### config.mk
export PLATFORM = sky130hd
export DESIGN_NAME = serial_frame_tx
export DESIGN_NICKNAME = d
export VERILOG_FILES = /design/src/rtl/sft_pkg.sv /design/src/rtl/sft_frame_build.sv /design/src/rtl/sft_step_gen.sv /design/src/rtl/sft_serializer.sv /design/src/rtl/serial_frame_tx.sv
export SDC_FILE = /design/constraint.sdc
export NUM_CORES = 1
export LEC_CHECK = 0
export ABC_AREA = 1
export ABC_CLOCK_PERIOD_IN_PS = 1950
export BUFFER_PORTS_ARGS = -buffer_cell sky130_fd_sc_hd__buf_4
export CAP_MARGIN = 25
export CORE_MARGIN = 4
export CORE_UTILIZATION = 40
export CTS_CLUSTER_SIZE = 25
export DETAILED_ROUTE_END_ITERATION = 8
export PLACE_DENSITY = 0.62
export SETUP_SLACK_MARGIN = 0.15
export SYNTH_ARGS = -nofsm -noshare
export SYNTH_HDL_FRONTEND = slang
export SYNTH_SLANG_ARGS = --single-unit
export TNS_END_PERCENT = 5
### constraint.sdc
create_clock -name clk -period 1.95 [get_ports clk]
set_input_delay 0.195 -clock clk [delete_from_list [all_inputs] [get_ports clk]]
set_output_delay 0.195 -clock clk [all_outputs]
set_load 0.05 [all_outputs]
### src/rtl/sft_pkg.sv
package sft_pkg;
  parameter int DATA_W   = 9;
  parameter int STOP_MAX = 2;
  localparam int FRAME_W = 1 + DATA_W + 1 + STOP_MAX;
  localparam int CNT_W   = $clog2(FRAME_W + 1);

  // Data bit count for a size code; reserved codes fall back to 8.
  function automatic int unsigned size_to_bits(input logic [2:0] code);
    case (code)
      3'b000:  return 5;
      3'b001:  return 6;
      3'b010:  return 7;
      3'b011:  return 8;
      3'b111:  return 9;
      default: return 8;
    endcase
  endfunction

  // Parity present only for codes 2'b10 and 2'b11.
  function automatic logic parity_enabled(input logic [1:0] code);
    return code[1];
  endfunction

  // Parity bit over the low n bits; odd=1 makes the total number of ones odd.
  function automatic logic parity_bit(input logic [DATA_W-1:0] d,
                                      input int unsigned n, input logic odd);
    logic p;
    p = odd;
    for (int i = 0; i < DATA_W; i++)
      if (i < int'(n)) p = p ^ d[i];
    return p;
  endfunction
endpackage

### src/rtl/sft_frame_build.sv
module sft_frame_build
  import sft_pkg::*;
#(
  parameter int DW = DATA_W,
  parameter int FW = FRAME_W,
  parameter int CW = CNT_W
) (
  input  logic [DW-1:0] data,
  input  logic [2:0]    size_code,
  input  logic [1:0]    par_code,
  input  logic          two_stop,
  output logic [FW-1:0] frame,
  output logic [CW-1:0] last_idx
);
  int unsigned nbits;
  logic        pen;
  logic        pbit;

  always_comb begin
    nbits = size_to_bits(size_code);
    pen   = parity_enabled(par_code);
    pbit  = parity_bit(data, nbits, par_code[0]);
    frame = '1;
    frame[0] = 1'b0;
    for (int i = 0; i < DW; i++)
      if (i < int'(nbits)) frame[i+1] = data[i];
    if (pen) frame[nbits+1] = pbit;
    last_idx = CW'(nbits + 32'(pen) + 32'(two_stop) + 1);
  end
endmodule

### src/rtl/sft_step_gen.sv
module sft_step_gen (
  input  logic clk,
  input  logic rst_n,
  input  logic sclk,
  input  logic bit_tick,
  input  logic use_sclk,
  input  logic fall_edge,
  output logic sclk_rise,
  output logic sclk_fall,
  output logic step
);
  logic sclk_q;

  always_ff @(posedge clk or negedge rst_n) begin
    if (!rst_n) sclk_q <= 1'b0;
    else        sclk_q <= sclk;
  end

  assign sclk_rise = sclk & ~sclk_q;
  assign sclk_fall = ~sclk & sclk_q;
  assign step = use_sclk ? (fall_edge ? sclk_fall : sclk_rise) : bit_tick;
endmodule

### src/rtl/sft_serializer.sv
module sft_serializer #(
  parameter int FW = 13,
  parameter int CW = 4
) (
  input  logic          clk,
  input  logic          rst_n,
  input  logic          start,
  input  logic          step,
  input  logic [FW-1:0] frame_in,
  input  logic [CW-1:0] last_in,
  output logic          accept,
  output logic          txd,
  output logic          busy,
  output logic          done
);
  logic [FW-1:0] frame_q;
  logic [CW-1:0] last_q;
  logic [CW-1:0] idx;
  logic [CW-1:0] idx_nx;
  logic          at_end;

  assign accept = start & ~busy;
  assign idx_nx = idx + 1'b1;
  assign at_end = (idx == last_q);

  always_ff @(posedge clk or negedge rst_n) begin
    if (!rst_n) begin
      frame_q <= '1;
      last_q  <= '0;
      idx     <= '0;
      txd     <= 1'b1;
      busy    <= 1'b0;
      done    <= 1'b0;
    end else begin
      done <= 1'b0;
      if (accept) begin
        frame_q <= frame_in;
        last_q  <= last_in;
        idx     <= '0;
        busy    <= 1'b1;
        txd     <= frame_in[0];
      end else if (busy && step) begin
        if (at_end) begin
          busy <= 1'b0;
          done <= 1'b1;
          txd  <= 1'b1;
        end else begin
          idx <= idx_nx;
          txd <= frame_q[idx_nx];
        end
      end
    end
  end
endmodule

### src/rtl/serial_frame_tx.sv
module serial_frame_tx
  import sft_pkg::*;
(
  input  logic              clk,
  input  logic              rst_n,
  input  logic              start,
  input  logic [DATA_W-1:0] data,
  input  logic [2:0]        size_code,
  input  logic [1:0]        par_code,
  input  logic              two_stop,
  input  logic              sync_mode,
  input  logic              sclk_pol,
  input  logic              bit_tick,
  input  logic              sclk,
  output logic              txd,
  output logic              busy,
  output logic              done
);
  logic [FRAME_W-1:0] frame_w;
  logic [CNT_W-1:0]   last_w;
  logic               accept_w;
  logic               step_w;
  logic               sclk_rise_w;
  logic               sclk_fall_w;
  logic               mode_q;
  logic               pol_q;

  always_ff @(posedge clk or negedge rst_n) begin
    if (!rst_n) begin
      mode_q <= 1'b0;
      pol_q  <= 1'b0;
    end else if (accept_w) begin
      mode_q <= sync_mode;
      pol_q  <= sclk_pol;
    end
  end

  sft_frame_build #(.DW(DATA_W), .FW(FRAME_W), .CW(CNT_W)) u_build (
    .data(data), .size_code(size_code), .par_code(par_code),
    .two_stop(two_stop), .frame(frame_w), .last_idx(last_w)
  );

  sft_step_gen u_step (
    .clk(clk), .rst_n(rst_n), .sclk(sclk), .bit_tick(bit_tick),
    .use_sclk(mode_q), .fall_edge(pol_q),
    .sclk_rise(sclk_rise_w), .sclk_fall(sclk_fall_w), .step(step_w)
  );

  sft_serializer #(.FW(FRAME_W), .CW(CNT_W)) u_ser (
    .clk(clk), .rst_n(rst_n), .start(start), .step(step_w),
    .frame_in(frame_w), .last_in(last_w), .accept(accept_w),
    .txd(txd), .busy(busy), .done(done)
  );
endmodule

==> impl_metrics.ini, run 1 <==
[yosys]
synth_warnings = 0
synth_seq_cells = 27
synth_enable_flop_cells = 0
synth_seq_area_share = 0.420
synth_area_um2 = 1650
ys_types = 28
synth_area_per_cell_um2 = 7.47
async_reset_ff_frac = 1.00
syn_nets = 248
postSynthCellCount = 221
synth_ff_type = dfstp_2

[critical_path]
crit_path_max_fanout = 6
path_cells = ha_1 > o21ai_0 > o22ai_1 > nand2_1 > o21ai_0 > nand2_1 > nand3_1 > nand2_1 > inv_1
path_class = reg2reg
slowest_delay_ps = 450
endpoint_kind = flop
cp.arrival_ps = 1820
crit_top_cell = nand2_1
cp_data_required_time_ps = 2170
critPathSlowestCell = dfrtp_1
start_kind = flop

[die]
initial_utilization = 0.413
core-area_um2 = 4000
die_x_um = 72.3
die_area_um2 = 5220
placementRows = 23
die_h_um = 72.3
ios = 25

[cells_and_area]
layout_common_cells = nand2_1, inv_1, nor2_1
fin_area_um2 = 1940
fillCellCount = 399
drive_above_1_share = 0.247
diodes = 0
fin_util = 0.486
syn2layout_area_growth_pct = 17.7
nets = 275
final_common_cell = nand2_1

[global_route]
grt_first_pass_wirelength_um = 6240
grt_overflow_total = 0
grt_start_max_net_pins = 29
first_global_vias = 1438
antenna_found_initial = 0
grt_usage = 0.149

[hold_path]
hp-class = in2reg

[detailed_routing]
num_vias = 1420
dr.pass1.iters = 4
drtIter0Drc = 63
avgViaCountPerCell = 4.78
routed_wl_um = 3380
ant_nets = 0
routedWlPerCell_um = 11.4
drc = 0

[run]
drv_cap = 0

[timing]
timing.final.crit_period_ps = 1600
skew_ps = 1.85
slew_headroom = 0.717
hold_viol_final = 0
worstMarginPinSlew_ps = 424
setup_ws_ps = 350
setup_violations = 0
rsz0062_at_grt = no
fin_setup_tns_ps = 0
min_period_over_period = 0.820
slew_viol_final = 0
fmaxAchievable_ghz = 0.625

[power]
power.density_nw_per_um2 = 1370
leakagePower_nw = 0.970
finalPower_mw = 2.66
peakVddDrop_mv = 0.343

[clock_tree]
cts.sinks = 27
h-tree-depth = 1
clk_pin_slew_ps = 90
clk_latency_ps = 270
cts_tree = yes
root_buffer = clkbuf_8
numCtsBuffers = 3
clk_path_buf_depth = 2
cts_setup_buffers = 0

[outcome]
status = complete, no violations

[place]
gp_congestion = 0.815
portBuffers = 24
hpwl_um = 2640
preCtsSetupSlack_ps = 69.6
placed_area_um2 = 1890
power breakdown:
group	internal, mW	switching [mW]
Clock	0.145	0.178
Combinational	0.499	0.756
Sequential	0.914	0.169
sequential cells by signal (all words and copies together), names as in the netlist:
name / flops
u_step.sclk_q: 1
u_ser.frame_q: 13
u_ser.txd: 1
u_ser.busy: 1
pol_q: 1
u_ser.idx: 4
u_ser.last_q: 4
u_ser.done: 1
mode_q: 1
area by class of cell:
class / count / area, µm² / area share
Timing Repair Buffer: 27 / 205 / 0.106
Tap cell: 50 / 62.6 / 0.0322
Clock inverter: 1 / 7.51 / 0.00386
Clock buffer: 3 / 41.3 / 0.0212
Multi-Input combinational cell: 157 / 815 / 0.419
Inverter: 32 / 120 / 0.0618
Sequential cell: 27 / 693 / 0.357
Yosys cell counts (2+ instances only):
master / n / area share
a21oi_1: 3 / 0.0091
clkbuf_1: 3 / 0.0068
dfrtp_1: 13 / 0.20
dfstp_2: 14 / 0.22
ha_1: 4 / 0.030
inv_1: 29 / 0.066
inv_2: 3 / 0.0068
nand2_1: 53 / 0.12
nand2_2: 5 / 0.019
nand3_1: 13 / 0.039
nand3_2: 3 / 0.018
nand4_1: 3 / 0.011
nor2_1: 27 / 0.061
o211ai_1: 2 / 0.0091
o21ai_0: 23 / 0.070
o21ai_1: 3 / 0.0091
o22ai_1: 2 / 0.0076
or2_2: 3 / 0.011
xnor2_1: 5 / 0.027
xor2_1: 2 / 0.011
metal layers:
layer	part of all wire	global-route usage	vias to the layer above
met4	0.016	0.0564	0
met2	0.47	0.254	25
met5	0	0	-
met1	0.48	0.193	638
li1	-	-	752
met3	0.035	0.0152	5
worst max-delay path: cells and delay by family, from the launching register on:
family,cells,cell delay (ps)
DFF,1,450
adders and majority gates,1,410
and+or+nand+nor,4,250
AOI/OAI and AO/OA,3,400
buffers and inverters,1,50
logic make-up after synthesis:
family	Yosys count	share of synthesized area
compound gates	36	0.119
xor+xnor	8	0.0470
fa+ha+maj	5	0.0424
buf+inv	37	0.0871
flops	27	0.420
simple gates	108	0.285
through the flow:
| step | hold WS, ps | instances |
|---|---|---|
| 5_1_grt | 24.3 | 297 |
| 3_3_place_gp | 127 | 292 |
| 3_5_place_dp | 128 | 292 |
| 4_1_cts | 36.8 | 297 |
| 2_1_floorplan | -101 | 221 |
| 6_report | 42.0 | 297 |
final timing paths:
kind	from	to	slack (ps)	cells past startpoint
worst max-delay path	u_ser.idx[1]	u_ser.txd	350	9
worst min-delay path	sclk	u_step.sclk_q	40	1
worst max register to register	u_ser.idx[1]	u_ser.txd	350	9
worst min register to register	u_ser.frame_q[0]	u_ser.frame_q[0]	470	2
max in group asynchronous	rst_n	u_ser.txd	1290	2
min in group asynchronous	rst_n	pol_q	360	2
timing repair:
action,4_1_cts,5_1_grt
resized for setup,0,0
hold endpoints to repair,13,0
hold buffers,1,0
endpoints found under the setup margin,0,0
(Power assumes the default switching activity.)
==> inputs of run 2 (changes only) <==
--- a/config.mk
+++ b/config.mk
@@ -6,14 +6,14 @@
 export NUM_CORES = 1
 export LEC_CHECK = 0
 export ABC_AREA = 1
-export ABC_CLOCK_PERIOD_IN_PS = 1950
+export ABC_CLOCK_PERIOD_IN_PS = 1320
 export BUFFER_PORTS_ARGS = -buffer_cell sky130_fd_sc_hd__buf_4
 export CAP_MARGIN = 25
 export CORE_MARGIN = 4
 export CORE_UTILIZATION = 40
 export CTS_CLUSTER_SIZE = 25
 export DETAILED_ROUTE_END_ITERATION = 8
-export PLACE_DENSITY = 0.62
+export PLACE_DENSITY = 0.65
 export SETUP_SLACK_MARGIN = 0.15
 export SYNTH_ARGS = -nofsm -noshare
 export SYNTH_HDL_FRONTEND = slang
==> constraint.sdc (replaced) <==
create_clock -name clk -period 1.32 [get_ports clk]
set_input_delay 0.132 -clock clk [delete_from_list [all_inputs] [get_ports clk]]
set_output_delay 0.132 -clock clk [all_outputs]
set_load 0.05 [all_outputs]
==> run 2 against run 1 <==
  * The flow now finishes with violations (negative setup slack)
  * Register-to-register slack worse by 510 ps
  * Maximum frequency up 8.3%
  * Total power up 70%
  * Largest cell class unchanged
==> impl_metrics.ini, run 2 (same netlist as run 1, synthesis figures left out) <==
[outcome]
status = finished with violations
violations = negative setup slack

[cells_and_area]
syn2layout_area_growth_pct = 36.4
seq_area_um2 = 693
final_common_cell = nand2_1
diodes = 0
largest_reg_flops = 13
fillCellCount = 382
fin_util = 0.563
drive_above_1_share = 0.387
multi_input_area_um2 = 938
top_register = u_ser.frame_q
reg_top3 = u_ser.frame_q x13, u_ser.idx x4, u_ser.last_q x4
nets = 297
layout_common_cells = nand2_1, buf_4, inv_1

[die]
initial_utilization = 0.413
die_area_um2 = 5220
placementRows = 23
core-area_um2 = 4000
ios = 25
die_x_um = 72.3
die_h_um = 72.3

[power]
peakVddDrop_mv = 0.791
power.density_nw_per_um2 = 2010
leakagePower_nw = 1.11
finalPower_mw = 4.54

[clock_tree]
root_buffer = clkbuf_8
h-tree-depth = 1
cts.sinks = 27
clk_latency_ps = 270
clk_path_buf_depth = 2
clk_pin_slew_ps = 90
cts_tree = yes
numCtsBuffers = 3

[timing]
setup_violations = 7
rsz0062_at_grt = yes
worstMarginPinSlew_ps = 333
min_period_over_period = 1.12
holdWs_ps = 62.0
slew_headroom = 0.778
timing.final.crit_period_ps = 1480
slew_viol_final = 0
setup_ws_ps = -157
fmaxAchievable_ghz = 0.677
skew_ps = 5.27
hold_viol_final = 0

[global_route]
grt_start_max_net_pins = 29
grt_first_pass_wirelength_um = 6180
grt_usage = 0.148
first_global_vias = 1427
grt_overflow_total = 0
antenna_found_initial = 0

[critical_path]
crit_top_cell = nand4_1
critPathSlowestCell = dfrtp_1
rrSetupSlack_ps = -160
endpoint_kind = flop
cp_data_required_time_ps = 1520
reg2regPathDepth = 6
crit_path_max_fanout = 6
slowest_delay_ps = 430
crit_path_start = u_ser.idx[0]
cp.arrival_ps = 1670
start_kind = flop
path_cells = buf_6 > xnor2_2 > nand4_1 > nand4_1 > buf_4 > o22ai_2
path_class = reg2reg
r2r-start = u_ser.idx[0]
r2r_end = u_ser.idx[3]

[place]
hpwl_um = 2790
gp_congestion = 0.854
portBuffers = 24

[detailed_routing]
met1_length_um = 1690
drtIter0Drc = 61
dr.pass1.iters = 4
top_layer_used = met4
ant_nets = 0
avgViaCountPerCell = 4.85
routedWlPerCell_um = 11.7
met3_length_um = 133
routed_wl_um = 3750
num_vias = 1546
wl_met2_um = 1900
drc = 0

[hold_path]
hp-class = in2reg
hp-start = sync_mode
hold_end = mode_q
min_delay_path_depth = 3

[run]
drv_cap = 0
## run 2: cell types whose count changed in the layout (fill, tap and decap cells not counted), sizes merged
| cell | before | now |
|---|---|---|
| dlygate4sd3 | 1 | 2 |
| clkinv | 0 | 1 |
| clkinvlp | 1 | 0 |
| buf | 26 | 47 |
## run 2: power breakdown
part           total, mW  switching [mW]  internal [mW]
Combinational       2.47            1.33           1.14
Sequential          1.61           0.261           1.35
Clock              0.457           0.246          0.211
Total               4.54            1.84           2.70
## run 2: critical path: cells and delay by family, from the launching register on
kind / cells / cell delay, ps
XOR/XNOR: 1 / 120
AND/OR/NAND/NOR: 2 / 350
AO/OA/AOI/OAI: 1 / 130
buffers and inverters: 2 / 380
flip-flops: 1 / 430
## run 2: what timing repair did
| item | CTS | global route |
|---|---|---|
| gates resized for setup | 12 | 20 |
| hold buffers | 2 | 0 |
| hold endpoints to repair | 14 | 0 |
| endpoints found under the setup margin | 10 | 17 |
| buffers inserted | 3 | 0 |
| pin swaps | 12 | 11 |
## run 2: metrics by stage
step	TNS (ps)	setup WS, ps	instances	cell area (µm²)
after floorplan	-1600	-299	221	1670
after global placement	-1550	-352	310	2030
after detailed placement	-1700	-371	310	2030
after CTS	-546	-124	319	2190
after global routing	-1410	-229	319	2250
final	-737	-157	319	2250
## run 2: layout make-up
cell class,count,share of cell area
clock buffers,3,0.0183
multi-input cells,157,0.416
repair buffers,49,0.172
clock inverters,1,0.00222
inverters,32,0.0555
well taps,50,0.0278
flip-flops and latches,27,0.308
## run 2: worst max path at each step
stage                 endpoint  slack, ps  cells after the start
3_3_place_gp   u_ser.last_q[1]       -350                      9
5_1_grt           u_ser.idx[0]       -230                      6
6_report          u_ser.idx[3]       -160                      6
2_1_floorplan  u_ser.last_q[1]       -300                     10
4_1_cts           u_ser.idx[3]       -120                      6
3_5_place_dp   u_ser.last_q[1]       -370                      9
## run 2: routing by layer
layer	vias to the layer above	global-route usage
met5	-	0
met2	28	0.258
met1	719	0.193
met4	0	0.0438
li1	797	-
met3	2	0.0166
==> inputs of run 3 (changes only) <==
--- a/config.mk
+++ b/config.mk
@@ -9,11 +9,13 @@
 export ABC_CLOCK_PERIOD_IN_PS = 1320
 export BUFFER_PORTS_ARGS = -buffer_cell sky130_fd_sc_hd__buf_4
 export CAP_MARGIN = 25
+export CELL_PAD_IN_SITES_DETAIL_PLACEMENT = 1
+export CELL_PAD_IN_SITES_GLOBAL_PLACEMENT = 1
 export CORE_MARGIN = 4
-export CORE_UTILIZATION = 40
+export CORE_UTILIZATION = 37
 export CTS_CLUSTER_SIZE = 25
 export DETAILED_ROUTE_END_ITERATION = 8
-export PLACE_DENSITY = 0.65
+export PLACE_DENSITY = 0.78
 export SETUP_SLACK_MARGIN = 0.15
 export SYNTH_ARGS = -nofsm -noshare
 export SYNTH_HDL_FRONTEND = slang
==> run 3 against run 2 <==
  * The flow still finishes with violations (negative setup slack)
  * Total power grew 0.51%
  * Routed wire length increased by 9.9%
  * Clock skew about the same
  * Die area is 7.2% higher
  * First-iteration DRC count decreased by 57%
  * Flip-flop and latch count unchanged
  * Sequential power is essentially flat
  * Clock power is 3% higher
==> impl_metrics.ini, run 3 (same netlist as run 1, synthesis figures left out) <==
[critical_path]
rrSetupSlack_ps = -160
cp_data_required_time_ps = 1540
start_kind = flop
cp.arrival_ps = 1700
endpoint_kind = flop
crit_path_max_fanout = 6
path_class = reg2reg

[clock_tree]
numCtsBuffers = 3
clk_pin_slew_ps = 100
root_buffer = clkbuf_8
clk_path_buf_depth = 2
clk_latency_ps = 270
cts_tree = yes
cts.sinks = 27
h-tree-depth = 1

[place]
hpwl_um = 3150
place_inst = 310
preCtsSetupSlack_ps = -388
gp_congestion = 0.743
portBuffers = 24

[hold_path]
hp-class = in2reg

[global_route]
first_global_vias = 1640
grt_first_pass_wirelength_um = 7160
grt_usage = 0.164
grt_overflow_total = 0
grt_start_max_net_pins = 28
antenna_found_initial = 0

[timing]
worstMarginPinSlew_ps = 334
rsz0062_at_grt = yes
timing.final.crit_period_ps = 1480
skew_ps = 5.36
holdWs_ps = 57.4
slew_headroom = 0.778
hold_viol_final = 0
setup_violations = 7
fmaxAchievable_ghz = 0.678
setup_ws_ps = -156
min_period_over_period = 1.12
slew_viol_final = 0

[cells_and_area]
layout_common_cells = nand2_1, buf_4, inv_1
largest_reg_flops = 13
syn2layout_area_growth_pct = 36.0
diodes = 0
fillCellCount = 553
instances_no_fill = 320
reg_top3 = u_ser.frame_q x13, u_ser.idx x4, u_ser.last_q x4
drive_above_1_share = 0.373
nets = 296
top_register = u_ser.frame_q
final_common_cell = nand2_1

[power]
power.density_nw_per_um2 = 2030
peakVddDrop_mv = 0.684
finalPower_mw = 4.56
leakagePower_nw = 1.11

[die]
core-area_um2 = 4320
die_x_um = 74.8
die_area_um2 = 5600
die_h_um = 74.8
initial_utilization = 0.382
ios = 25
placementRows = 24

[detailed_routing]
routed_wl_um = 4120
num_vias = 1568
routedWlPerCell_um = 12.9
drtIter0Drc = 26
dr.pass1.iters = 4
drc = 0
ant_nets = 0
avgViaCountPerCell = 4.90

[outcome]
violations = negative setup slack
status = finished with violations

[run]
drv_cap = 0
## run 3: what timing repair did
action	4_1_cts	5_1_grt
endpoints found under the setup margin	18	19
cloned	0	0
buffers inserted	4	0
pin swaps	22	7
hold buffers	2	0
gates resized for setup	26	8
hold endpoints to repair	14	0
## run 3: metal layers
layer	share of wire	vias to the layer above	track usage	wire (µm)
met4	0.0073	0	0.0415	30
met5	0	-	0	0
met2	0.53	15	0.312	2180
li1	-	795	-	-
met3	0.023	2	0.0187	94
met1	0.44	756	0.195	1810
## run 3: worst paths after layout
| check | start | end | cells past startpoint |
|---|---|---|---|
| setup / recovery | u_ser.idx[0] | u_ser.txd | 8 |
| hold reg to reg | u_ser.frame_q[0] | u_ser.frame_q[0] | 2 |
| max in group asynchronous | rst_n | u_ser.frame_q[11] | 2 |
| hold / removal | sync_mode | mode_q | 3 |
| setup reg to reg | u_ser.idx[0] | u_ser.txd | 8 |
| min in group asynchronous | rst_n | u_ser.last_q[3] | 2 |
## run 3: worst max-delay path, stage by stage, from the launching register on
cell      delay, ps
dfrtp_1         410
buf_6           120
ha_4            290
o21ai_1          70
o221ai_1        210
o211ai_1        130
nand3_1         100
nand2_1          60
inv_1            50
## run 3: report_power, final
part           internal [mW]  switching (mW)  total (mW)
registers               1.35           0.255        1.60
logic                   1.13            1.35        2.48
clock network          0.211           0.261       0.472
total                   2.69            1.87        4.56
## run 3: stage by stage
| stage | instance area (µm²) | utilization | setup TNS [ps] |
|---|---|---|---|
| floorplan | 1670 | - | -1600 |
| global placement | 2030 | 0.470 | -2000 |
| detailed placement | 2030 | 0.470 | -2570 |
| CTS | 2220 | 0.514 | -717 |
| global route | 2250 | 0.519 | -1400 |
| finish | 2250 | 0.519 | -515 |
## run 3: layout make-up
class	instances	area (µm²)	share of cell area
Clock buffer	3	41.3	0.0184
Clock inverter	1	5.00	0.00223
Inverter	32	125	0.0557
Multi-Input combinational cell	157	920	0.409
Sequential cell	27	693	0.309
Tap cell	52	65.1	0.0290
Timing Repair Buffer	48	397	0.177
